[src/rtl/bridge_fault_sup.sv]
module bridge_fault_sup #(
  parameter int NB          = 2,
  parameter int VW          = 8,
  parameter int TW          = 8,
  parameter int VS_ON       = 140,
  parameter int VS_OFF      = 120,
  parameter int T_HOT       = 165,
  parameter int T_HYS       = 15,
  parameter int DELAY_CYC   = 16,
  parameter int DISABLE_CYC = 25000
) (
  input  logic          clk,
  input  logic          rst_n,
  input  logic [NB-1:0] en_ext,
  input  logic [VW-1:0] vs_code,
  input  logic [TW-1:0] temp_code,
  input  logic [NB-1:0] oc_flag,
  input  logic [NB+1:0] sts_clr,
  output logic [NB-1:0] en_eff,
  output logic          uv_lock,
  output logic          ot_lock,
  output logic          sts_uv,
  output logic          sts_ot,
  output logic [NB-1:0] sts_oc
);

  localparam int CMAX = (DELAY_CYC > DISABLE_CYC) ? DELAY_CYC : DISABLE_CYC;
  localparam int CW   = $clog2(CMAX + 1);
  localparam logic [VW-1:0] VON    = VW'(VS_ON);
  localparam logic [VW-1:0] VOFF   = VW'(VS_OFF);
  localparam logic [TW-1:0] THOT   = TW'(T_HOT);
  localparam logic [TW-1:0] TREL   = TW'(T_HOT - T_HYS);
  localparam logic [CW-1:0] DLY_LD = CW'(DELAY_CYC - 1);
  localparam logic [CW-1:0] DIS_LD = CW'(DISABLE_CYC - 1);

  typedef enum logic [1:0] {OC_IDLE, OC_WAIT, OC_OFF} oc_t;

  logic [NB-1:0] kill;

  always_ff @(posedge clk) begin
    if (!rst_n)
      uv_lock <= 1'b1;
    else if (uv_lock) begin
      if (vs_code >= VON) uv_lock <= 1'b0;
    end else if (vs_code <= VOFF)
      uv_lock <= 1'b1;
  end

  always_ff @(posedge clk) begin
    if (!rst_n)
      ot_lock <= 1'b0;
    else if (!ot_lock) begin
      if (temp_code >= THOT) ot_lock <= 1'b1;
    end else if (temp_code <= TREL)
      ot_lock <= 1'b0;
  end

  always_ff @(posedge clk) begin
    if (!rst_n) begin
      sts_uv <= 1'b0;
      sts_ot <= 1'b0;
      sts_oc <= '0;
    end else begin
      sts_uv <= uv_lock | (sts_uv & ~sts_clr[0]);
      sts_ot <= ot_lock | (sts_ot & ~sts_clr[1]);
      sts_oc <= oc_flag | (sts_oc & ~sts_clr[NB+1:2]);
    end
  end

  for (genvar b = 0; b < NB; b++) begin : g_br
    oc_t           st;
    logic [CW-1:0] cnt;

    always_ff @(posedge clk) begin
      if (!rst_n) begin
        st  <= OC_IDLE;
        cnt <= '0;
      end else begin
        case (st)
          OC_IDLE: if (oc_flag[b]) begin
            st  <= OC_WAIT;
            cnt <= DLY_LD;
          end
          OC_WAIT: if (cnt == '0) begin
            st  <= OC_OFF;
            cnt <= DIS_LD;
          end else
            cnt <= cnt - 1'b1;
          OC_OFF: if (oc_flag[b])
            cnt <= DIS_LD;
          else if (cnt == '0)
            st <= OC_IDLE;
          else
            cnt <= cnt - 1'b1;
          default: st <= OC_IDLE;
        endcase
      end
    end

    assign kill[b] = (st == OC_OFF);
  end

  assign en_eff = en_ext & ~kill & {NB{~(uv_lock | ot_lock)}};

endmodule

[config.mk]
export PLATFORM = sky130hd
export DESIGN_NAME = bridge_fault_sup
export DESIGN_NICKNAME = d
export VERILOG_FILES = /design/src/rtl/bridge_fault_sup.sv
export SDC_FILE = /design/constraint.sdc
export NUM_CORES = 1
export LEC_CHECK = 0
export BUFFER_PORTS_ARGS = -buffer_cell sky130_fd_sc_hd__clkbuf_2
export CAP_MARGIN = 30
export CELL_PAD_IN_SITES_DETAIL_PLACEMENT = 0
export CELL_PAD_IN_SITES_GLOBAL_PLACEMENT = 2
export CORE_MARGIN = 4
export CORE_UTILIZATION = 37
export CTS_BUF_LIST = sky130_fd_sc_hd__clkbuf_4 sky130_fd_sc_hd__clkbuf_8
export DETAILED_ROUTE_END_ITERATION = 12
export PLACE_DENSITY_LB_ADDON = 0.1
export SLEW_MARGIN = 20
export SYNTH_ARGS = -nofsm -noshare
export SYNTH_HDL_FRONTEND = slang
export SYNTH_SLANG_ARGS = --single-unit
[constraint.sdc]
create_clock -name clk -period 2.5 [get_ports clk]
set_input_delay 0.5 -clock clk [delete_from_list [all_inputs] [get_ports clk]]
set_output_delay 0.5 -clock clk [all_outputs]
set_load 0.05 [all_outputs]
; Yosys cells after proc, flatten, opt, wreduce, memory -nomap -nowiden
; Index checks and enable logic that the tools add are counted.
[totals]
regBits = 40
input_bits = 26
output_inout_bits = 8
word_cells = 79
[op_classes]
addsub = 2
order_cmp = 4
n_eq_ne = 14
mux = 26
bitwise = 14
n_reduce_logical = 10
[op_table]
columns = op, n
row1 = $mux 15, 8
row2 = $pmux 15 s3, 2
row3 = $logic_not 15->1, 2
row4 = $sub 15x1->15 const B, 2
row5 = $ge 8x8->1 const B, 2
row6 = $mux 2, 8
row7 = $ne 2x2->1 const B, 6
row8 = $pmux 2 s3, 2
row9 = $le 8x7->1 const B, 1
row10 = $le 8x8->1 const B, 1
row11 = $reduce_and 4->1, 2
row12 = $and 2x2->2, 3
row13 = $mux 1, 6
row14 = $ne 3x3->1 const B, 2
row15 = $reduce_and 3->1, 2
row16 = $reduce_bool 3->1, 2
row17 = $eq 2x1->1 const B, 2
row18 = $eq 2x2->1 const B, 2
row19 = $logic_not 2->1, 2
row20 = $ne 2x1->1 const B, 2
row21 = $not 2->2, 2
row22 = $not 1->1, 3
row23 = $or 1x1->1, 3
row24 = $and 1x1->1, 2
row25 = $or 2x2->2, 1

; Longest topological paths before layout
[logic_depth]
depth_word = 4
depth_mapped = 8
ltp_nobuf = 7

; Worst setup path after synthesis
; No wires, ideal clock.
[synth_path]
path_type = reg-to-output
start = register g_br[1].st[0]
end = output en_eff[1]
arrival_ps = 2501
t_required_ps = 2000
setup_slack_ps = -501
stages_incl_launch_ff = 5
n_path_buf = 1
cell_sequence = dfxtp_1 inv_1 ha_1 clkbuf_1 nor4b_1
[synth_via]
elab_chain_cells = 4
[synth_lines]
columns = element, line_no
row1 = from (decl), 71  ; oc_t st;
row2 = from (signal assigned), 76  ; st <= OC_IDLE;
row3 = from (signal assigned), 81  ; st <= OC_WAIT;
row4 = from (signal assigned), 85  ; st <= OC_OFF;
row5 = $eq 2x2->1, 100  ; assign kill[b] = (st == OC_OFF);
row6 = $not 2->2, 103  ; assign en_eff = en_ext & ~kill & {NB{~(uv_lock | ot_lock)}};
row7 = $and 2x2->2 (2 in a row), 103
row8 = to (decl), 19  ; output logic [NB-1:0] en_eff,
; Every way passes these cells.

; Worst setup path in the final report
; Ends and elaborated chain as after synthesis.

==> impl_results.md <==
- Final worst clock skew: approximately 0.0041 ns
- Number of nets with antenna violations after routing: 0
- Slew @ Worst Pin: 0.5400 ns
- Mean number of vias per cell: roughly 5.6
- Half-perimeter wire length after detailed placement: 5.486 mm
- Count of max-cap constraint violations: 0
- Cells along the critical path: inv_1 -> ha_1 -> nor4b_2 -> clkbuf_2
- Register-to-register path setup slack: 0.42 ns
- Number of detailed-routing iterations run before antenna repair: 4
- Core Area: approximately 7300 um2
- Peak VDD IR: 0.3889 mV
- Startpoint type of the worst setup path: flip-flop
- First-pass GRT wire length: 12.08 mm
- Seq cells post-synth: 40
- Gate count of the mapped netlist: 327
- Antenna violations before repair: 0
- Source-to-sink clock delay at the later pin of the worst-skew pair: 0.29 ns
- Sum of overflow across all layers after global routing: 0
- Part of the cycle the worst path needs: 0.9001
- Share of async-settable or async-resettable flops after synthesis: 0
- Post-CTS Resized: 0
- Vias: 2603
- Routability congestion estimate: 0.8572
- DRC violation count after routing: 0
- Start of the worst register-to-register path: g_br[0].cnt[0]
- Area growth syn-to-layout: 13.53%
- Number of max-slew violations in the final report: 0
- Vias in the first global route: 2366
- Power per Cell Area: 984.4 nW/um2
- Clock slew seen by the registers of the worst setup and hold paths: 0.08 ns
- H-tree level count: 2
- Hold bufs inserted after CTS: 0
- Total count of hold-check failures in the final report: 0
- Worst hold margin: around 0.42 ns
- Maximum clock path buffer count: 2
- Count of filler cells inserted in the layout: 769
- Die height: roughly 95 um
- Number of cells traversed by the worst register-to-register path: 7
- Net count after synthesis: 364
- Total negative slack for setup checks: 0 ns
- Proportion of layout cells with a drive suffix above 1: 0.2314
- Count of input and output buffers: 33
- Number of buffers added by the clock tree synthesis step: 5
- Worst setup path category: reg -> out
- Synthesized area per cell: 8.540 um2
- Routed wire per std cell: between 15 and 20 um
- Final std cell area, no fill: around 3200 um2
- Number of enable-type register cells in the synthesized netlist: 0
- Footprint of the multi-input gates: 1863 um2
- Sequential cell area fraction in the yosys report: 0.2867
- Final number of setup-violating endpoints: 0
- I/O pin total: 34
- Worst slew slack as a fraction of its limit: 0.6370
- Critical path fanouts, max: 12
- First DRT Iteration DRCs: 182
- Cell variety after synth: 70
- Post-synth design cell area: 2793 um2
- Class of the tightest hold or removal check: in -> reg
- Fmax: 0.4444 GHz
- Stage delay of the slowest cell on the critical path: between 0.3 and 0.4 ns
- Worst hold path endpoint: ot_lock
- Critical path arrival: 1.75 ns
- Number of cells on the worst hold path: 2
- Status: complete, no violations
- Kind of capture point of the worst setup path: primary output
- Crit path required time: 2.00 ns
- # Post-CTS Setup Buffers: 0
- Setup repair after global routing missed its margin: false
- Count of antenna diodes in the layout: 0
- Floorplan die area: 9001 um2
- Number of clock sinks: 40
- Reg-to-reg critical path endpoint: g_br[0].cnt[12]
- Initial Utilization: 0.3830
- Die span in x: ~95 um
- Detailed Route WL: 7.234 mm
- Total number of nets in the final design: 399
- Total of warnings raised by yosys: 0
- Number of rows created at floorplan: 31
- Dpl cell area: 3073 um2
- Cell chosen for the clock root: sky130_fd_sc_hd__clkbuf_8
- Hold wc startpoint: temp_code[7]
- Slowest cell on crit path: sky130_fd_sc_hd__dfxtp_1
- Register area: between 800 and 900 um2
- TritonCTS clock tree: yes
- All-Layer GR Usage: 0.1678
- Most instantiated flip-flop cell in the synthesis netlist: sky130_fd_sc_hd__dfxtp_1
- Leakage power total: between 0.001 and 0.0015 uW
- Tmin final: roughly 2.3 ns
- Pin count of the biggest net entering global routing: 24
[through the flow]
stage / util / setup slack [ns] / instances / power, uW
6_report: 0.4348 / 0.2497 / 462 / 3121
5_1_grt: 0.4348 / 0.1590 / 462 / 3406
4_1_cts: 0.4348 / 0.2276 / 462 / 3153
3_5_place_dp: 0.4214 / 0.4441 / 454 / 2648
3_3_place_gp: 0.4214 / 0.3910 / 454 / 2686
2_1_floorplan: - / 0.1900 / 327 / 2244
[cell usage in the layout, fill, tap and decap left out, types with 4 or more instances in the layout]
cell type / instances
sky130_fd_sc_hd__nand2b_1: 4
sky130_fd_sc_hd__clkbuf_2: 33
sky130_fd_sc_hd__o21ai_0: 15
sky130_fd_sc_hd__o2111ai_1: 5
sky130_fd_sc_hd__a21oi_1: 20
sky130_fd_sc_hd__clkbuf_8: 6
sky130_fd_sc_hd__and2_1: 5
sky130_fd_sc_hd__nor4_2: 4
sky130_fd_sc_hd__ha_1: 11
sky130_fd_sc_hd__nand2_1: 19
sky130_fd_sc_hd__o2bb2ai_1: 6
sky130_fd_sc_hd__o211ai_1: 5
sky130_fd_sc_hd__o21ai_1: 5
sky130_fd_sc_hd__inv_1: 14
sky130_fd_sc_hd__nor4_1: 7
sky130_fd_sc_hd__xnor2_1: 7
sky130_fd_sc_hd__nand4_1: 4
sky130_fd_sc_hd__nor2_1: 16
sky130_fd_sc_hd__nand3_1: 12
sky130_fd_sc_hd__a31o_1: 5
sky130_fd_sc_hd__dfxtp_1: 40
sky130_fd_sc_hd__nor2b_1: 9
sky130_fd_sc_hd__nor3_1: 12
sky130_fd_sc_hd__buf_4: 9
sky130_fd_sc_hd__a21o_1: 4
sky130_fd_sc_hd__o21a_1: 9
[synth_stat cells (all sizes together), types with 3 or more instances]
cell | instances | share of area
a211oi | 3 | 0.0081
a21boi | 5 | 0.015
a21o | 4 | 0.011
a21oi | 22 | 0.042
a31o | 7 | 0.022
a32o | 3 | 0.011
and2 | 5 | 0.011
buf | 8 | 0.024
clkbuf | 6 | 0.0081
dfxtp | 40 | 0.29
ha | 11 | 0.049
inv | 14 | 0.019
nand2 | 19 | 0.026
nand2b | 4 | 0.0090
nand3 | 12 | 0.022
nand4 | 4 | 0.0090
nor2 | 20 | 0.036
nor2b | 9 | 0.020
nor3 | 15 | 0.032
nor3b | 3 | 0.0081
nor4 | 11 | 0.034
nor4b | 5 | 0.023
o2111ai | 6 | 0.021
o211ai | 7 | 0.022
o21a | 9 | 0.024
o21ai | 21 | 0.042
o221a | 3 | 0.012
o22ai | 3 | 0.0067
o2bb2ai | 6 | 0.019
o31ai | 3 | 0.0081
or2 | 3 | 0.0067
or4 | 5 | 0.017
xnor2 | 7 | 0.022
[area by class of cell]
class / instances / share of cell area
multi-input combinational: 259 / 0.5876
inverter: 14 / 0.01657
tap: 99 / 0.03907
timing repair buffer: 42 / 0.07340
sequential: 40 / 0.2526
clock buffer: 8 / 0.03078
[flip-flops by register name, summed over array words and instances, names as in the netlist]
| register | cells |
|---|---|
| g_br.cnt | 30 |
| g_br.st | 4 |
| ot_lock | 1 |
| sts_oc | 2 |
| sts_ot | 1 |
| sts_uv | 1 |
| uv_lock | 1 |
[power by group]
group          leakage, uW  switching (uW)  internal [uW]
clock network    0.0000523             227            247
registers         0.000327             154            747
logic             0.000830            1040            706
[metal layers]
| metal | GRT usage | routed length, um | up-vias |
|---|---|---|---|
| li1 | - | - | 1322 |
| met1 | 0.2575 | 3722 | 1208 |
| met2 | 0.2361 | 3001 | 69 |
| met3 | 0.03108 | 450 | 4 |
| met4 | 0.04447 | 59 | 0 |
| met5 | 0 | 0 | - |
[worst max-delay path: cells and delay by family (launching register included)]
| kind | cells | cell delay, ns |
|---|---|---|
| adders and majority gates | 1 | 0.36 |
| buffers and inverters | 2 | 0.39 |
| DFF | 1 | 0.39 |
| and+or+nand+nor | 1 | 0.31 |
[kinds of logic (layout without fill, tap and decap cells)]
family,count (synthesis),after routing,share of synthesized area
fa+ha+maj,11,11,0.04928
mux,1,1,0.003584
compound gates,118,118,0.3123
simple gates,121,121,0.2724
xor+xnor,8,8,0.02509
flops,40,40,0.2867
buf+inv,28,64,0.05063
[worst max-delay path by stage]
stage | startpoint | endpoint | depth (start not counted)
2_1_floorplan | g_br[1].st[0] | en_eff[1] | 4
3_3_place_gp | g_br[1].st[1] | g_br[1].cnt[7] | 7
3_5_place_dp | g_br[0].cnt[0] | g_br[0].cnt[12] | 7
4_1_cts | g_br[1].st[0] | en_eff[1] | 4
5_1_grt | g_br[1].st[0] | en_eff[1] | 4
6_report | g_br[1].st[0] | en_eff[1] | 4
Power figures use the tool's default switching activity.
